**config.mk**
```make
export PLATFORM = sky130hd
export DESIGN_NAME = blend_mask_unit
export DESIGN_NICKNAME = d
export VERILOG_FILES = /design/src/rtl/blend_mask_unit.sv
export SDC_FILE = /design/constraint.sdc
export NUM_CORES = 1
export LEC_CHECK = 0
export ABC_CLOCK_PERIOD_IN_PS = 5700
export BUFFER_PORTS_ARGS = -buffer_cell sky130_fd_sc_hd__buf_2
export CORE_MARGIN = 2
export CORE_UTILIZATION = 35
export DETAILED_ROUTE_END_ITERATION = 10
export GPL_TIMING_DRIVEN = 0
export PLACE_DENSITY = 0.58
export SETUP_SLACK_MARGIN = 0.3
export SLEW_MARGIN = 10
export SYNTH_ARGS = -nofsm -noshare
export SYNTH_HDL_FRONTEND = slang
export SYNTH_SLANG_ARGS = --single-unit
```
**constraint.sdc**
```tcl
create_clock -name clk -period 5.7 [get_ports clk]
set_input_delay 1.14 -clock clk [delete_from_list [all_inputs] [get_ports clk]]
set_output_delay 1.14 -clock clk [all_outputs]
set_load 0.1 [all_outputs]
```
**src/rtl/blend_mask_unit.sv**
```systemverilog
module blend_mask_unit #(
  parameter int ADDR_W = 20
) (
  input  logic              clk,
  input  logic              rst_n,
  input  logic              in_valid,
  output logic              in_ready,
  input  logic [ADDR_W-1:0] in_addr,
  input  logic [23:0]       in_rgb,
  input  logic              in_stp,
  input  logic              in_textured,
  input  logic              in_semi,
  input  logic [1:0]        in_mode,
  input  logic              in_dither,
  input  logic [1:0]        in_dx,
  input  logic [1:0]        in_dy,
  input  logic              mask_set,
  input  logic              mask_check,
  output logic              rd_req,
  output logic [ADDR_W-1:0] rd_addr,
  input  logic              rd_valid,
  input  logic [15:0]       rd_data,
  output logic              wr_en,
  output logic [ADDR_W-1:0] wr_addr,
  output logic [15:0]       wr_data
);

  localparam int CH = 5;
  localparam int WC = 3 * CH;

  typedef enum logic {S_IDLE, S_WAIT} state_t;
  state_t state;

  logic [ADDR_W-1:0] h_addr;
  logic [WC-1:0]     h_col;
  logic              h_stp, h_tex, h_semi, h_mset, h_mchk;
  logic [1:0]        h_mode;

  function automatic logic signed [3:0] dith_off(input logic [1:0] y, input logic [1:0] x);
    case ({y, x})
      4'h0: return -4; 4'h1: return  0; 4'h2: return -3; 4'h3: return  1;
      4'h4: return  2; 4'h5: return -2; 4'h6: return  3; 4'h7: return -1;
      4'h8: return -3; 4'h9: return  1; 4'hA: return -4; 4'hB: return  0;
      4'hC: return  3; 4'hD: return -1; 4'hE: return  2; default: return -2;
    endcase
  endfunction

  function automatic logic [CH-1:0] reduce(input logic [7:0] c, input logic en,
                                          input logic signed [3:0] off);
    logic signed [9:0] s;
    s = $signed({2'b00, c}) + (en ? {{6{off[3]}}, off} : 10'sd0);
    if (s < 0)          return '0;
    else if (s > 255)   return '1;
    else                return s[7:3];
  endfunction

  function automatic logic [CH-1:0] blend_ch(input logic [CH-1:0] b, input logic [CH-1:0] f,
                                            input logic [1:0] m);
    logic [CH:0] s;
    case (m)
      2'd0: begin s = {1'b0, b} + {1'b0, f}; return s[CH:1]; end
      2'd1: begin s = {1'b0, b} + {1'b0, f}; return s[CH] ? '1 : s[CH-1:0]; end
      2'd2: return (b > f) ? b - f : '0;
      default: begin s = {1'b0, b} + {3'b000, f[CH-1:2]}; return s[CH] ? '1 : s[CH-1:0]; end
    endcase
  endfunction

  logic signed [3:0] off;
  logic [WC-1:0] in_col;
  assign off    = dith_off(in_dy, in_dx);
  assign in_col = {reduce(in_rgb[23:16], in_dither, off),
                   reduce(in_rgb[15:8],  in_dither, off),
                   reduce(in_rgb[7:0],   in_dither, off)};

  logic          idle;
  logic [WC-1:0] c_col;
  logic          c_stp, c_tex, c_semi, c_mset, c_mchk;
  logic [1:0]    c_mode;
  assign idle   = (state == S_IDLE);
  assign c_col  = idle ? in_col      : h_col;
  assign c_stp  = idle ? in_stp      : h_stp;
  assign c_tex  = idle ? in_textured : h_tex;
  assign c_semi = idle ? in_semi     : h_semi;
  assign c_mode = idle ? in_mode     : h_mode;
  assign c_mset = idle ? mask_set    : h_mset;
  assign c_mchk = idle ? mask_check  : h_mchk;

  logic c_black, c_drop, c_blend, c_need_rd;
  assign c_black   = (c_col == '0);
  assign c_drop    = c_tex && !c_stp && c_black;
  assign c_blend   = c_semi && (!c_tex || (c_stp && !c_black));
  assign c_need_rd = !c_drop && (c_blend || c_mchk);

  logic [WC-1:0] mixed, out_col;
  genvar g;
  generate
    for (g = 0; g < 3; g++) begin : g_ch
      assign mixed[g*CH +: CH] = blend_ch(rd_data[g*CH +: CH], c_col[g*CH +: CH], c_mode);
    end
  endgenerate
  assign out_col = c_blend ? mixed : c_col;

  logic accept;
  assign in_ready = idle;
  assign accept   = in_valid && idle;

  always_ff @(posedge clk) begin
    if (!rst_n) begin
      state   <= S_IDLE;
      rd_req  <= 1'b0;
      rd_addr <= '0;
      wr_en   <= 1'b0;
      wr_addr <= '0;
      wr_data <= '0;
      h_addr  <= '0;
      h_col   <= '0;
      h_stp   <= 1'b0;
      h_tex   <= 1'b0;
      h_semi  <= 1'b0;
      h_mode  <= '0;
      h_mset  <= 1'b0;
      h_mchk  <= 1'b0;
    end else begin
      rd_req <= 1'b0;
      wr_en  <= 1'b0;
      if (idle) begin
        if (accept) begin
          if (c_need_rd) begin
            h_addr  <= in_addr;
            h_col   <= in_col;
            h_stp   <= in_stp;
            h_tex   <= in_textured;
            h_semi  <= in_semi;
            h_mode  <= in_mode;
            h_mset  <= mask_set;
            h_mchk  <= mask_check;
            rd_req  <= 1'b1;
            rd_addr <= in_addr;
            state   <= S_WAIT;
          end else begin
            wr_en   <= !c_drop;
            wr_addr <= in_addr;
            wr_data <= {c_mset | c_stp, out_col};
          end
        end
      end else if (rd_valid) begin
        wr_en   <= !(h_mchk && rd_data[15]);
        wr_addr <= h_addr;
        wr_data <= {c_mset | c_stp, out_col};
        state   <= S_IDLE;
      end
    end
  end

  a_r9_req_blocks_input: assert property (@(posedge clk) disable iff (!rst_n)
    rd_req |-> !in_ready);

  a_r9_req_one_cycle: assert property (@(posedge clk) disable iff (!rst_n)
    rd_req |=> !rd_req);

  a_r9_no_needless_read: assert property (@(posedge clk) disable iff (!rst_n)
    (in_valid && in_ready && !in_semi && !mask_check) |=> !rd_req);

  a_r7_mask_protect: assert property (@(posedge clk) disable iff (!rst_n)
    (!in_ready && rd_valid && rd_data[15] && h_mchk) |=> !wr_en);

  a_r8_mask_set_direct: assert property (@(posedge clk) disable iff (!rst_n)
    (in_valid && in_ready && mask_set) |=> (rd_req || !wr_en || wr_data[15]));

  a_r8_mask_set_after_read: assert property (@(posedge clk) disable iff (!rst_n)
    (!in_ready && rd_valid && h_mset) |=> (!wr_en || wr_data[15]));

  a_r3_transparent_silent: assert property (@(posedge clk) disable iff (!rst_n)
    (in_valid && in_ready && in_textured && !in_stp && !in_dither &&
     in_rgb[23:19] == 5'd0 && in_rgb[15:11] == 5'd0 && in_rgb[7:3] == 5'd0)
    |=> (!wr_en && !rd_req));

endmodule

```
* After elaboration in Yosys (flattened, before gate mapping) *
Memories as Yosys holds them, arrays and structs flattened.
Cells that the tools add are included.

cells by class
  add/subtract/negate cells = 12
  $lt $le $gt $ge = 9
  eq/ne operators = 4
  multiplexer cells = 43
  bitwise gates (word level) = 3
  reductions and logical operators = 20

operators by type and width
  operator                                                         number
  two-way mux 20 bit                                               4
  two-way mux 5 bit                                                15
  two-way mux 16 bit                                               4
  case mux 5 bit (3 select lines)                                  3
  adder 8 x 10 -> 10 bit                                           3
  greater-than comparator 10 x 9 -> 1 bit (second input constant)  3
  < comparator 10 x 1 -> 1 bit (second input constant)             3
  two-way mux 15 bit                                               2
  adder 5 x 3 -> 6 bit                                             3
  adder 5 x 5 -> 6 bit                                             3
  greater-than comparator 5 bit                                    3
  logical NOT 15 bit                                               1
  subtractor 5 bit                                                 3
  two-way mux 1 bit                                                13
  two-way mux 10 bit                                               1
  logical AND 1 bit                                                7
  AND reduction 3 bit                                              2
  logical NOT 1 bit                                                5
  != test 2 bit (second input constant)                            2
  equality test 2 x 1 -> 1 bit (second input constant)             1
  equality test 2 bit (second input constant)                      1
  logical NOT 2 bit                                                1
  logical OR 1 bit                                                 2
  two-way mux 2 bit                                                1
  4 further kinds                                                  5

storage, ports and cells
  register bits = 81
  ROM bits = 64
  output and inout port bits = 59
  memories = 1

memories
  memory           depth  bits a word  rd ports  clocked after memory_dff  write ports  RTL line  text
  (no name shown)  16     4            1         0                         0            40        case ({y, x})

* Longest topological paths before layout *
Gate-level depths: netlist of the first run.
An unclocked memory read counts as a cell.

  word-level depth = 17
  gate-level depth with buffers = 25
  mapped depth without buffers = 24

* Worst setup path after synthesis of the first run *
No wires, ideal clock.

  path type = input-to-reg
  from = input in_dither
  to = register wr_data[9]
  setup time = 0.117 ns
  arrival time = 5.565 ns
  setup slack = 0.018 ns
  stages = 25
  path buffers = 4
  cell sequence = clkbuf_2 > buf_2 > clkbuf_1 > and2_1 > ha_1 > a21oi_2 > a21boi_0 > o31a_1 > or2_0 > buf_2 > o221ai_1 > o21ai_0 > o21ai_0 > o21ai_0 > ha_1 > fa_1 > a21oi_1 > o21bai_1 > xnor2_1 > nand2_1 > a21oi_1 > a221o_1 > o211ai_1 > nand2_1 > o211a_1

between the ends
  word-level cells in the longest chain between the ends = 15
  elaborated cells on any way between the ends = 41
  those cells by class = add/sub: 6; order compare: 7; eq/ne: 1; mux: 17; reduce/logical: 10

ends and longest elaborated chain
  item                                                                          RTL line  text
  from (decl)                                                                   14        input logic in_dither,
  two-way mux 10 bit *                                                          51        s = $signed({2'b00, c}) + (en ? {{6{off[3]}}, off} : 10'sd0);
  adder 8 x 10 -> 10 bit                                                        51
  greater-than comparator 10 x 9 -> 1 bit                                       53        else if (s > 255) return '1;
  two-way mux 5 bit                                                             53
  two-way mux 5 bit                                                             52        if (s < 0) return '0;
  two-way mux 15 bit *                                                          80        assign c_col = idle ? in_col : h_col;
  parallel branches: the longest is 9 deep, another holds adder 5 x 3 -> 6 bit  --
  to (signal assigned)                                                          143       wr_data <= {c_mset | c_stp, out_col};
  to (signal assigned)                                                          149       wr_data <= {c_mset | c_stp, out_col};
  to (decl)                                                                     25        output logic [15:0] wr_data

Every way passes the cells marked *. The select of a mux whose other input is x is not followed.
A chain may end at the register's enable or synchronous reset.

* Worst setup path after layout of the first run *
  from = input in_dy[1]
  to = register wr_data[0]

between the ends
  word-level cells in the longest chain between the ends = 16
  elaborated cells on any way between the ends = 42
  those cells by class = add/sub: 6; order compare: 7; eq/ne: 1; mux: 17; reduce/logical: 10; memory: 1

ends and longest elaborated chain
  item                                                                          RTL line  text
  from (decl)                                                                   16        input logic [1:0] in_dy,
  memory (16 x 4 bit) *                                                         --
  two-way mux 10 bit *                                                          51
  adder 8 x 10 -> 10 bit                                                        51
  greater-than comparator 10 x 9 -> 1 bit                                       53
  two-way mux 5 bit                                                             53
  two-way mux 5 bit                                                             52
  two-way mux 15 bit *                                                          80
  parallel branches: the longest is 9 deep, another holds adder 5 x 3 -> 6 bit  --

Marks and branches as above.

==> results of run 1 <==
## flip-flops by register name, indices dropped and copies added, names as in the netlist
name	count
state	1
wr_data	16
rd_req	1
h_semi	1
wr_addr	20
h_mchk	1
h_tex	1
h_stp	1
h_mode	2
h_addr	20
h_mset	1
wr_en	1
h_col	15
## layout make-up
| type | instances | area [um2] |
|---|---|---|
| clock buffers | 9 | 225.2 |
| fillers | 1999 | 10720 |
| inverters | 55 | 215.2 |
| well taps | 265 | 331.6 |
| flip-flops and latches | 81 | 1622 |
| repair buffers | 149 | 790.8 |
| clock inverters | 7 | 83.83 |
| diodes | 1 | 2.502 |
| multi-input cells | 725 | 5316 |
| plain buffers | 53 | 285.3 |
## metal layers
metal | global-route usage | vias up | share of wire
met5 | 0 | - | 0
met4 | 0.05980 | 0 | 0.021
met3 | 0.03605 | 35 | 0.056
met2 | 0.3644 | 249 | 0.47
met1 | 0.3034 | 3568 | 0.46
li1 | - | 3678 | -
## kinds of logic (layout without fill, tap and decap cells)
group,Yosys count,count (layout),synth area share
xor+xnor,27,27,0.03568
simple gates,299,299,0.2043
fa+ha+maj,61,61,0.1211
buf+inv,108,273,0.06479
other cells,0,1,0
flops,81,81,0.2301
compound gates,304,304,0.2949
mux,34,34,0.04917
## where the power goes
group	leakage, nW	switching [mW]	internal [mW]
registers	0.666	0.0321	0.617
clock network	0.155	0.273	0.350
logic	3.17	0.835	0.404
## critical path: cells and delay by family
kind / cells / cell delay (ns)
AOI/OAI and AO/OA: 9 / 2.00
adders and majority gates: 3 / 1.06
and+or+nand+nor: 4 / 0.77
xor gates and xnor gates: 1 / 0.21
muxes: 1 / 0.20
buffers and inverters: 1 / 0.12
## repair_timing
| action | CTS | global route |
|---|---|---|
| buffers inserted | 8 | 10 |
| resized for setup | 40 | 50 |
| setup endpoints to repair | 15 | 15 |
| pin swaps | 11 | 18 |
## worst max-delay path by stage
stage	depth (start not counted)	to	slack, ns	start
6_report	19	wr_data[0]$_SDFFE_PN0P_	0.45	in_dy[1]
5_1_grt	25	wr_data[9]$_SDFFE_PN0P_	0.26	in_dither
4_1_cts	23	wr_data[9]$_SDFFE_PN0P_	0.19	in_dither
3_5_place_dp	26	wr_data[9]$_SDFFE_PN0P_	-1.15	in_dy[0]
3_3_place_gp	26	wr_data[9]$_SDFFE_PN0P_	-1.19	in_dy[0]
2_1_floorplan	25	wr_data[9]$_SDFFE_PN0P_	0.29	in_dither
## stage by stage
| stage | TNS [ns] | cell area [um2] | hold slack (ns) | std cells | util |
|---|---|---|---|---|---|
| floorplan | 0 | 7082 | 0.4233 | 914 | - |
| finish | 0 | 8872 | 0.4518 | 1345 | 0.4529 |
| detailed placement | -9.732 | 8069 | 0.4359 | 1310 | 0.4119 |
| CTS | 0 | 8584 | 0.4444 | 1334 | 0.4382 |
| global route | 0 | 8872 | 0.4723 | 1345 | 0.4529 |
| global placement | -9.888 | 8069 | 0.4307 | 1310 | 0.4119 |
## cells in the final DEF, fill, tap and decap left out, types with 10 or more instances in the layout
cell type,count
o21ai_1,31
clkbuf_1,24
ha_1,41
xnor2_1,11
buf_4,20
o22ai_1,11
nand2_1,121
a21oi_1,42
o21a_1,14
inv_1,51
o211a_1,24
o211ai_1,10
buf_2,145
xor2_1,13
nor2_1,41
mux2i_1,28
nand3_1,49
o21ai_0,50
nor2b_1,11
dfxtp_1,81
a31oi_1,16
==> metrics.md, run 1 <==
| Metric | Value |
|---|---|
| Post-synth top area share | `0.2301` |
| Detailed-placement wirelength estimate | `18,200 um` |
| Measured slew at the worst slew-check pin | `0.9736 ns` |
| Required @ worst endpoint | `5.96 ns` |
| Cts bufs inserted | `9` |
| Worst R2R Start | `state$_SDFF_PN0_` |
| RSZ-0062 raised after global routing | `false` |
| Yosys warns | `0` |
| Via count | `7,530` |
| Skew-Pair Late Insertion Delay | `0.34 ns` |
| Post-place setup slack | `-1.152 ns` |
| PortBufs | `131` |
| Final net count | `1,211` |
| Yosys reg bits | `81` |
| CP Class | `in2reg` |
| Layout cells sized above 1 | `0.2530` |
| Initial drt markers | `533` |
| Starting Density | `0.3598` |
| Sequential share of the synthesized area | `0.2301` |
| Cells after synthesis | `914` |
| H-tree depth | `3` |
| Final setup violation count | `0` |
| Async SR Flop Fraction | `0` |
| Area Overhead vs Synth | `25.88%` |
| Slew margin rel. | `0.3324` |
| TritonCTS clock tree | `built` |
| Critical-path cell list | `buf_2 -> xnor2_2 -> nor2_4 -> ha_1 -> fa_2 -> or4_4 -> a31oi_1 -> o21ai_0 -> a31oi_2 -> mux2i_2 -> ha_1 -> a21boi_0 -> o21ai_0 -> a221oi_2 -> nor2_1 -> nor2_1 -> a221oi_1 -> a211o_1 -> a31oi_1` |
| Reg2reg path depth | `18` |
| Post-synthesis cell type count | `77` |
| Final slew viol count | `0` |
| Synth Net Count | `1,051` |
| Critical path's slowest cell | `ha_1` |
| R2R Path End | `wr_data[3]$_SDFFE_PN0P_` |
| Clock Skew | `0.008931 ns` |
| Total Power | `2.512 mW` |
| Iteration count of the initial detailed-routing pass | `5` |
| Worst-path fanout max | `7` |
| Ports | `135` |
| Pwr Density | `283.1 mW/mm2` |
| Setup crit start kind | `input pin` |
| Worst hold stages | `2` |
| Leading area contributor after synthesis | `dfxtp_1` |
| Avg WL per Cell | `18.24 um` |
| Final hold vios | `0` |
| Arrival @ worst endpoint | `5.52 ns` |
| Mapped Avg Cell Area | `7.711 um2` |
| Mapped Area | `0.007048 mm2` |
| Minimum clock period after layout | `5.253 ns` |
| Top cells by count, synth | `nand2_1 (122), dfxtp_1 (81), o21ai_0 (57), inv_1 (53)` |
| Count leader, synth | `nand2_1` |
| Final wirelength | `24,540 um` |
| Die footprint | `0.02129 mm2` |
| Largest stage delay on the critical path | `0.46 ns` |
| Grt total ovfl | `0` |
| Ys flop type | `dfxtp_1` |
| Tot GR Track Use | `0.2225` |
| Vias per cell | `5.599` |
| Reg2reg setup slack | `0.63 ns` |
| Die Width | `145.9 um` |
| Maximum vdd drop | `0.1408 mV` |
| FMAX | `0.1904 GHz` |
| # hold bufs at CTS | `0` |
| CP Capture Type | `register` |
| Clock root buffer master | `clkbuf_16` |
| Gpl congestion | `0.8827` |
| Hold path endpoint | `h_col[8]$_SDFFE_PN0P_` |
| Status | `complete, no violations` |
| Clk sinks | `81` |
| Antenna viol nets, final | `0` |
| Worst Slack Setup Final | `0.4471 ns` |
| Worst-path clk slew | `0.07 ns` |
| HP Start | `h_col[8]$_SDFFE_PN0P_` |
| Vias in the first global route | `7,192` |
| Largest net degree at the start of global routing | `17` |
| First-pass GRT wire length | `38,550 um` |
| Core area | `0.01959 mm2` |
| Antenna violations before repair | `2` |
| Row count | `51` |
| Static Leak | `3.991 nW` |
| Chip Height | `145.9 um` |
| HP Class | `reg2reg` |
| Number of remaining DRC errors | `0` |
| Max-Cap Viols | `0` |
| Post-route clock period utilization | `0.9216` |
| Post-synth EDFFs | `0` |
| Top cells by area, synth | `dfxtp_1 (23%), ha_1 (8.7%), nand2_1 (6.5%)` |
| Buffer depth of the longest clock path | `2` |
Note: power is estimated with default switching activity, not from simulation.
==> run 2, diff against run 1 <==
Settings changed: CORE_MARGIN 2 to 8.
==> run 2 against run 1 <==
Compared with the run above: first-iteration DRC count is 2.1% higher; sequential share of layout area is 0.32 points lower; clock power is 4.0% higher; maximum frequency is 1.4% lower; total power is 2.5% higher; design area is 1.8% higher; non-clock buffer count is 10 higher; clock skew is 0.00096 ns higher; sequential power hardly changed; die area is 17% higher; global-route usage is 2.6 points lower; critical path depth is 2 higher; critical path type unchanged; critical endpoint is now wr_data[3]$_SDFFE_PN0P_; largest power group unchanged.
==> metrics.md, run 2 (synthesis results as in run 1) <==
| Metric | Value |
|---|---|
| # diodes | `0 (was 1)` |
| Worst R2R Start | `state$_SDFF_PN0_ (unchanged)` |
| Number of remaining DRC errors | `0 (unchanged)` |
| Layout cells sized above 1 | `0.2681 (was 0.2530)` |
| Biggest regs | `h_addr (20), wr_addr (20), wr_data (16) (unchanged)` |
| Worst-path fanout max | `10 (was 7)` |
| Via count | `7,572 (was 7,530)` |
| Largest net degree at the start of global routing | `16 (was 17)` |
| Comb pwr share | `0.496 (was 0.493)` |
| Commonest non-fill, non-tap cell in the layout | `buf_2 (unchanged)` |
| Iteration count of the initial detailed-routing pass | `4 (was 5)` |
| Clk sinks | `81 (unchanged)` |
| Required @ worst endpoint | `5.94 ns (was 5.96 ns)` |
| Area Overhead vs Synth | `28.16% (was 25.88%)` |
| Final slew viol count | `0 (unchanged)` |
| H-tree depth | `3 (unchanged)` |
| HP Start | `h_col[8]$_SDFFE_PN0P_ (unchanged)` |
| TritonCTS clock tree | `built (unchanged)` |
| Measured slew at the worst slew-check pin | `0.9628 ns (was 0.9736 ns)` |
| Sequential share of power | `0.252 (was 0.259)` |
| # hold bufs at CTS | `0 (unchanged)` |
| Core area | `0.01997 mm2 (was 0.01959 mm2)` |
| Avg WL per Cell | `18.53 um (was 18.24 um)` |
| Reg2reg setup slack | `0.73 ns (was 0.63 ns)` |
| Vias in the first global route | `7,281 (was 7,192)` |
| R2R Path End | `wr_data[3]$_SDFFE_PN0P_ (unchanged)` |
| Grt total ovfl | `0 (unchanged)` |
| Antenna viol nets, final | `0 (unchanged)` |
| HP Class | `reg2reg (unchanged)` |
| Largest stage delay on the critical path | `0.59 ns (was 0.46 ns)` |
| Total Power | `2.574 mW (was 2.512 mW)` |
| CP Class | `in2reg (unchanged)` |
| Die Width | `157.9 um (was 145.9 um)` |
| Ports | `135 (unchanged)` |
| RSZ-0062 raised after global routing | `false (unchanged)` |
| Detailed-placement wirelength estimate | `19,150 um (was 18,200 um)` |
| Worst hold stages | `2 (unchanged)` |
| Clock root buffer master | `clkbuf_16 (unchanged)` |
| Setup crit start kind | `input pin (unchanged)` |
| Pwr Density | `285.0 mW/mm2 (was 283.1 mW/mm2)` |
| Die footprint | `0.02493 mm2 (was 0.02129 mm2)` |
| Skew-Pair Late Insertion Delay | `0.34 ns (about the same)` |
| Tot GR Track Use | `0.1963 (was 0.2225)` |
| Final wirelength | `25,190 um (was 24,540 um)` |
| Clock share of power | `0.252 (was 0.248)` |
| CP Capture Type | `register (unchanged)` |
| Antenna violations before repair | `1 (was 2)` |
| Post-place setup slack | `-1.209 ns (was -1.152 ns)` |
| Hold path endpoint | `h_col[8]$_SDFFE_PN0P_ (unchanged)` |
| Critical path's slowest cell | `or4_4 (was ha_1)` |
| Starting Density | `0.3529 (was 0.3598)` |
| Reg2reg path depth | `18 (unchanged)` |
| Worst-path clk slew | `0.07 ns (about the same)` |
| Vias per cell | `5.572 (was 5.599)` |
| Static Leak | `4.044 nW (was 3.991 nW)` |
| Clock Skew | `0.009891 ns (was 0.008931 ns)` |
| Minimum clock period after layout | `5.326 ns (was 5.253 ns)` |
| Critical-path cell list | `buf_6 -> buf_8 -> buf_8 -> and2_4 -> fa_2 -> or4_4 -> o21ai_4 -> a32oi_4 -> o21a_4 -> o31ai_4 -> inv_2 -> ha_4 -> inv_1 -> a21oi_2 -> or2_2 -> a21oi_1 -> or3_4 -> or3_4 -> a22oi_2 -> a211oi_1 -> o221a_2 (was buf_2 -> xnor2_2 -> nor2_4 -> ha_1 -> fa_2 -> or4_4 -> a31oi_1 -> o21ai_0 -> a31oi_2 -> mux2i_2 -> ha_1 -> a21boi_0 -> o21ai_0 -> a221oi_2 -> nor2_1 -> nor2_1 -> a221oi_1 -> a211o_1 -> a31oi_1)` |
| Arrival @ worst endpoint | `5.57 ns (was 5.52 ns)` |
| Commonest non-fill, non-tap cells in the layout | `buf_2 (144), nand2_1 (121), dfxtp_1 (81) (was buf_2 (145), nand2_1 (121), dfxtp_1 (81))` |
| Final hold vios | `0 (unchanged)` |
| Initial drt markers | `544 (was 533)` |
| Gpl congestion | `0.8939 (was 0.8827)` |
| Internal | `1.432 mW (was 1.372 mW)` |
| First-pass GRT wire length | `38,960 um (was 38,550 um)` |
| Row count | `52 (was 51)` |
| Worst Slack Setup Final | `0.3741 ns (was 0.4471 ns)` |
| Slew margin rel. | `0.3397 (was 0.3324)` |
| Psw | `1.142 mW (was 1.140 mW)` |
| Final net count | `1,221 (was 1,211)` |
| Status | `complete, no violations (unchanged)` |
| PortBufs | `131 (unchanged)` |
| Net Sw Frac | `0.4436 (was 0.4539)` |
| FMAX | `0.1878 GHz (was 0.1904 GHz)` |
| Post-route clock period utilization | `0.9344 (was 0.9216)` |
| Fillers | `2,039 (was 1,999)` |
| Cts bufs inserted | `9 (unchanged)` |
| Max-Cap Viols | `0 (unchanged)` |
| Chip Height | `157.9 um (was 145.9 um)` |
| Final setup violation count | `0 (unchanged)` |
| Buffer depth of the longest clock path | `2 (unchanged)` |
| Maximum vdd drop | `0.1617 mV (was 0.1408 mV)` |
-- run 2: metal layers --
metal,global-route usage,vias to the layer above,share of wire
li1,-,3700,-
met1,0.2558,3586,0.45
met3,0.03385,39,0.057
met4,0.05032,2,0.020
met5,0,-,0.00040
met2,0.3283,245,0.47
-- run 2: how the worst max path moves through the flow --
| stage | from | endpoint | slack (ns) | cells after the start |
|---|---|---|---|---|
| 2_1_floorplan | in_dither | wr_data[9]$_SDFFE_PN0P_ | 0.29 | 25 |
| 3_3_place_gp | in_dy[0] | wr_data[9]$_SDFFE_PN0P_ | -1.15 | 26 |
| 3_5_place_dp | in_dy[0] | wr_data[9]$_SDFFE_PN0P_ | -1.21 | 26 |
| 4_1_cts | in_dither | wr_data[9]$_SDFFE_PN0P_ | 0.27 | 25 |
| 5_1_grt | in_dither | wr_data[3]$_SDFFE_PN0P_ | 0.26 | 21 |
| 6_report | in_dither | wr_data[3]$_SDFFE_PN0P_ | 0.37 | 21 |
-- run 2: what timing repair did --
item,in CTS,in global routing
endpoints found under the setup margin,15,13
resized for setup,50,58
endpoints found under the hold margin,0,0
setup buffers,11,17
cloned,0,0
pin swaps,13,32
-- run 2: layout make-up --
type,count,area [um2],share of cell area
Tap cell,270,337.8,0.03740
Clock inverter,7,100.1,0.01108
Timing Repair Buffer,159,865.8,0.09586
Sequential cell,81,1622,0.1795
Multi-Input combinational cell,725,5375,0.5951
Clock buffer,9,225.2,0.02493
Inverter,55,215.2,0.02383
Buffer,53,291.5,0.03228
-- run 2: power by group through the flow --
stage | clock network (mW) | registers, mW | logic [mW]
final | 0.648 | 0.650 | 1.28
after global routing | 0.679 | 0.656 | 1.38
after CTS | 0.654 | 0.649 | 1.19
after detailed placement | 0 | 0.661 | 1.14
after global placement | 0 | 0.660 | 1.14
after floorplan | 0 | 0.914 | 0.606
-- run 2: worst max-delay path, delay by kind of cell --
| kind | cells | cell delay (ns) |
|---|---|---|
| compound gates | 9 | 1.49 |
| buf+inv | 5 | 0.57 |
| simple gates | 5 | 1.64 |
| fa+ha+maj | 2 | 0.72 |
-- run 2: per-stage QoR --
stage | cell area, um2 | util | TNS, ns | instances | hold slack (ns)
2_1_floorplan | 7082 | - | 0 | 914 | 0.4233
3_3_place_gp | 8075 | 0.4043 | -10.13 | 1315 | 0.4330
3_5_place_dp | 8075 | 0.4043 | -10.51 | 1315 | 0.4410
4_1_cts | 8676 | 0.4344 | 0 | 1342 | 0.4509
5_1_grt | 9032 | 0.4522 | 0 | 1359 | 0.4733
6_report | 9032 | 0.4522 | 0 | 1359 | 0.4562
==> run 3, diff against run 2 <==
Settings changed: BUFFER_PORTS_ARGS -buffer_cell sky130_fd_sc_hd__buf_2 to -buffer_cell sky130_fd_sc_hd__buf_4, CAP_MARGIN from default to 30.
==> run 3 against run 2 <==
Compared with the run above: utilization rose by 0.82 points; register-to-register slack hardly changed; first-iteration DRC count shrank 2.0%; sequential share of layout area shrank 0.32 points; total power rose by 0.56%; highest routed layer is now met4; wire length shrank 0.46%; non-clock buffer count is 16 lower; count of clock-buffer cells in the layout did not move; via count is 2.5% lower; critical endpoint unchanged; clock skew shrank 0.0016 ns.
==> metrics.md, run 3 (synthesis results as in run 1) <==
| Metric | Value |
|---|---|
| Status | `complete, no violations (unchanged)` |
| Core area | `0.01997 mm2 (unchanged)` |
| TritonCTS clock tree | `built (unchanged)` |
| Final net count | `1,205 (was 1,221)` |
| Largest net degree at the start of global routing | `17 (was 16)` |
| Via count | `7,386 (was 7,572)` |
| CP Class | `in2reg (unchanged)` |
| PortBufs | `131 (unchanged)` |
| Vias in the first global route | `7,205 (was 7,281)` |
| H-tree depth | `3 (unchanged)` |
| Vias per cell | `5.500 (was 5.572)` |
| Cts bufs inserted | `9 (unchanged)` |
| First-pass GRT wire length | `38,770 um (was 38,960 um)` |
| Post-route clock period utilization | `0.9156 (was 0.9344)` |
| Gpl congestion | `0.8927 (was 0.8939)` |
| RSZ-0062 raised after global routing | `false (unchanged)` |
| Biggest regs | `h_addr (20), wr_addr (20), wr_data (16) (unchanged)` |
| Maximum vdd drop | `0.1882 mV (was 0.1617 mV)` |
| Final hold vios | `0 (unchanged)` |
| Final setup violation count | `0 (unchanged)` |
| HP Class | `reg2reg (unchanged)` |
| Antenna viol nets, final | `0 (unchanged)` |
| Number of remaining DRC errors | `0 (unchanged)` |
| Hold Worst Slack | `0.4530 ns (was 0.4562 ns)` |
| Grt total ovfl | `0 (unchanged)` |
| Measured slew at the worst slew-check pin | `0.9314 ns (was 0.9628 ns)` |
| Net Sw Frac | `0.4407 (was 0.4436)` |
| Buffer depth of the longest clock path | `2 (unchanged)` |
| Die Width | `157.9 um (unchanged)` |
| Ports | `135 (unchanged)` |
| Psw | `1.141 mW (was 1.142 mW)` |
| Layout cells sized above 1 | `0.2488 (was 0.2681)` |
| Area Overhead vs Synth | `30.48% (was 28.16%)` |
| Area of the multi-input gates | `0.005325 mm2 (was 0.005375 mm2)` |
| Required @ worst endpoint | `5.93 ns (was 5.94 ns)` |
| Fillers | `1,998 (was 2,039)` |
| Antenna violations before repair | `0 (was 1)` |
| Avg WL per Cell | `18.67 um (was 18.53 um)` |
| Sequential share of power | `0.252 (about the same)` |
| Final wirelength | `25,070 um (was 25,190 um)` |
| Critical-path cell list | `buf_6 -> buf_8 -> buf_6 -> and2_4 -> fa_2 -> or4_4 -> o21ai_2 -> a32oi_2 -> o21a_1 -> o31ai_4 -> inv_1 -> ha_4 -> inv_1 -> a21oi_2 -> or2_2 -> a21oi_1 -> or3_4 -> or3_1 -> a22oi_2 -> a211oi_1 -> o221a_2 (was buf_6 -> buf_8 -> buf_8 -> and2_4 -> fa_2 -> or4_4 -> o21ai_4 -> a32oi_4 -> o21a_4 -> o31ai_4 -> inv_2 -> ha_4 -> inv_1 -> a21oi_2 -> or2_2 -> a21oi_1 -> or3_4 -> or3_4 -> a22oi_2 -> a211oi_1 -> o221a_2)` |
| Crit path buffers/inverters | `5 (unchanged)` |
| Final instance area | `0.009196 mm2 (was 0.009032 mm2)` |
| Iteration count of the initial detailed-routing pass | `5 (was 4)` |
| # diodes | `0 (unchanged)` |
| Clock root buffer master | `clkbuf_16 (unchanged)` |
| Detailed-placement wirelength estimate | `19,140 um (was 19,150 um)` |
| CP Capture Type | `register (unchanged)` |
| Top delay family on crit path | `simple AND/OR/NAND/NOR gates (unchanged)` |
| Clk sinks | `81 (unchanged)` |
| Clock share of power | `0.257 (was 0.252)` |
| Tot GR Track Use | `0.1970 (was 0.1963)` |
| Minimum clock period after layout | `5.219 ns (was 5.326 ns)` |
| FMAX | `0.1916 GHz (was 0.1878 GHz)` |
| DP Area | `0.008403 mm2 (was 0.008075 mm2)` |
| Die footprint | `0.02493 mm2 (unchanged)` |
| # hold bufs at CTS | `0 (unchanged)` |
| Commonest non-fill, non-tap cells in the layout | `buf_4 (145), nand2_1 (121), dfxtp_1 (81) (was buf_2 (144), nand2_1 (121), dfxtp_1 (81))` |
| Sequential cell area | `0.001622 mm2 (unchanged)` |
| Internal | `1.448 mW (was 1.432 mW)` |
| Arrival @ worst endpoint | `5.45 ns (was 5.57 ns)` |
| Row count | `52 (unchanged)` |
| Worst Slack Setup Final | `0.4809 ns (was 0.3741 ns)` |
| Commonest non-fill, non-tap cell in the layout | `buf_4 (was buf_2)` |
| Final slew viol count | `0 (unchanged)` |
| Skew-Pair Late Insertion Delay | `0.35 ns (was 0.34 ns)` |
| Post-place setup slack | `-1.104 ns (was -1.209 ns)` |
| Static Leak | `4.045 nW (was 4.044 nW)` |
| Largest stage delay on the critical path | `0.46 ns (was 0.59 ns)` |
| Comb pwr share | `0.491 (was 0.496)` |
| Pwr Density | `281.5 mW/mm2 (was 285.0 mW/mm2)` |
| Worst-path fanout max | `10 (unchanged)` |
| Worst-path clk slew | `0.07 ns (about the same)` |
| Max-Cap Viols | `0 (unchanged)` |
| Critical path's slowest cell | `or4_4 (unchanged)` |
| Chip Height | `157.9 um (unchanged)` |
| Starting Density | `0.3529 (unchanged)` |
| Slew margin rel. | `0.3613 (was 0.3397)` |
| Setup crit start kind | `input pin (unchanged)` |
| Clock Skew | `0.008337 ns (was 0.009891 ns)` |
| Initial drt markers | `533 (was 544)` |
==> run 3: area by class of cell <==
class / count / share of cell area
timing repair buffer: 143 / 0.1167
inverter: 55 / 0.02340
clock buffer: 9 / 0.02449
clock inverter: 7 / 0.01156
sequential: 81 / 0.1763
tap: 270 / 0.03673
multi-input combinational: 725 / 0.5790
buffer: 53 / 0.03170
==> run 3: timing repair <==
item	4_1_cts	5_1_grt
gates resized for setup	42	55
endpoints found under the setup margin	15	15
pin swaps	12	20
hold endpoints to repair	0	0
setup buffers	8	4
==> run 3: per-layer routing <==
| metal | track usage | routed length, um |
|---|---|---|
| met1 | 0.2482 | 10960 |
| met2 | 0.3361 | 12050 |
| met3 | 0.04395 | 1697 |
| met4 | 0.04306 | 363 |
| met5 | 0 | 0 |
==> run 3: worst min-delay path, cell delays in order (launching register included) <==
cell     delay, ns
dfxtp_1       0.31
nand2_1       0.05
o21ai_1       0.05
==> run 3: metrics by stage <==
stage	TNS [ns]	std cells	utilization	power, mW
after detailed placement	-9.498	1315	0.4207	1.838
after global placement	-9.650	1315	0.4207	1.837
final	0	1343	0.4604	2.589
after CTS	0	1339	0.4481	2.541
after floorplan	0	914	-	1.520
after global routing	0	1343	0.4604	2.734
==> run 3: worst paths after layout <==
check | startpoint | end | slack (ns) | depth (start not counted)
worst max-delay path | in_dither | wr_data[3]$_SDFFE_PN0P_ | 0.48 | 21
worst max register to register | state$_SDFF_PN0_ | wr_data[3]$_SDFFE_PN0P_ | 0.72 | 18
worst min register to register | h_col[8]$_SDFFE_PN0P_ | h_col[8]$_SDFFE_PN0P_ | 0.45 | 2
worst min-delay path | h_col[8]$_SDFFE_PN0P_ | h_col[8]$_SDFFE_PN0P_ | 0.45 | 2
==> run 3: power groups by stage <==
stage,Clock [mW],Combinational (mW),Sequential (mW)
2_1_floorplan,0,0.606,0.914
5_1_grt,0.700,1.38,0.658
4_1_cts,0.672,1.22,0.651
3_5_place_dp,0,1.18,0.663
3_3_place_gp,0,1.17,0.663
6_report,0.665,1.27,0.652
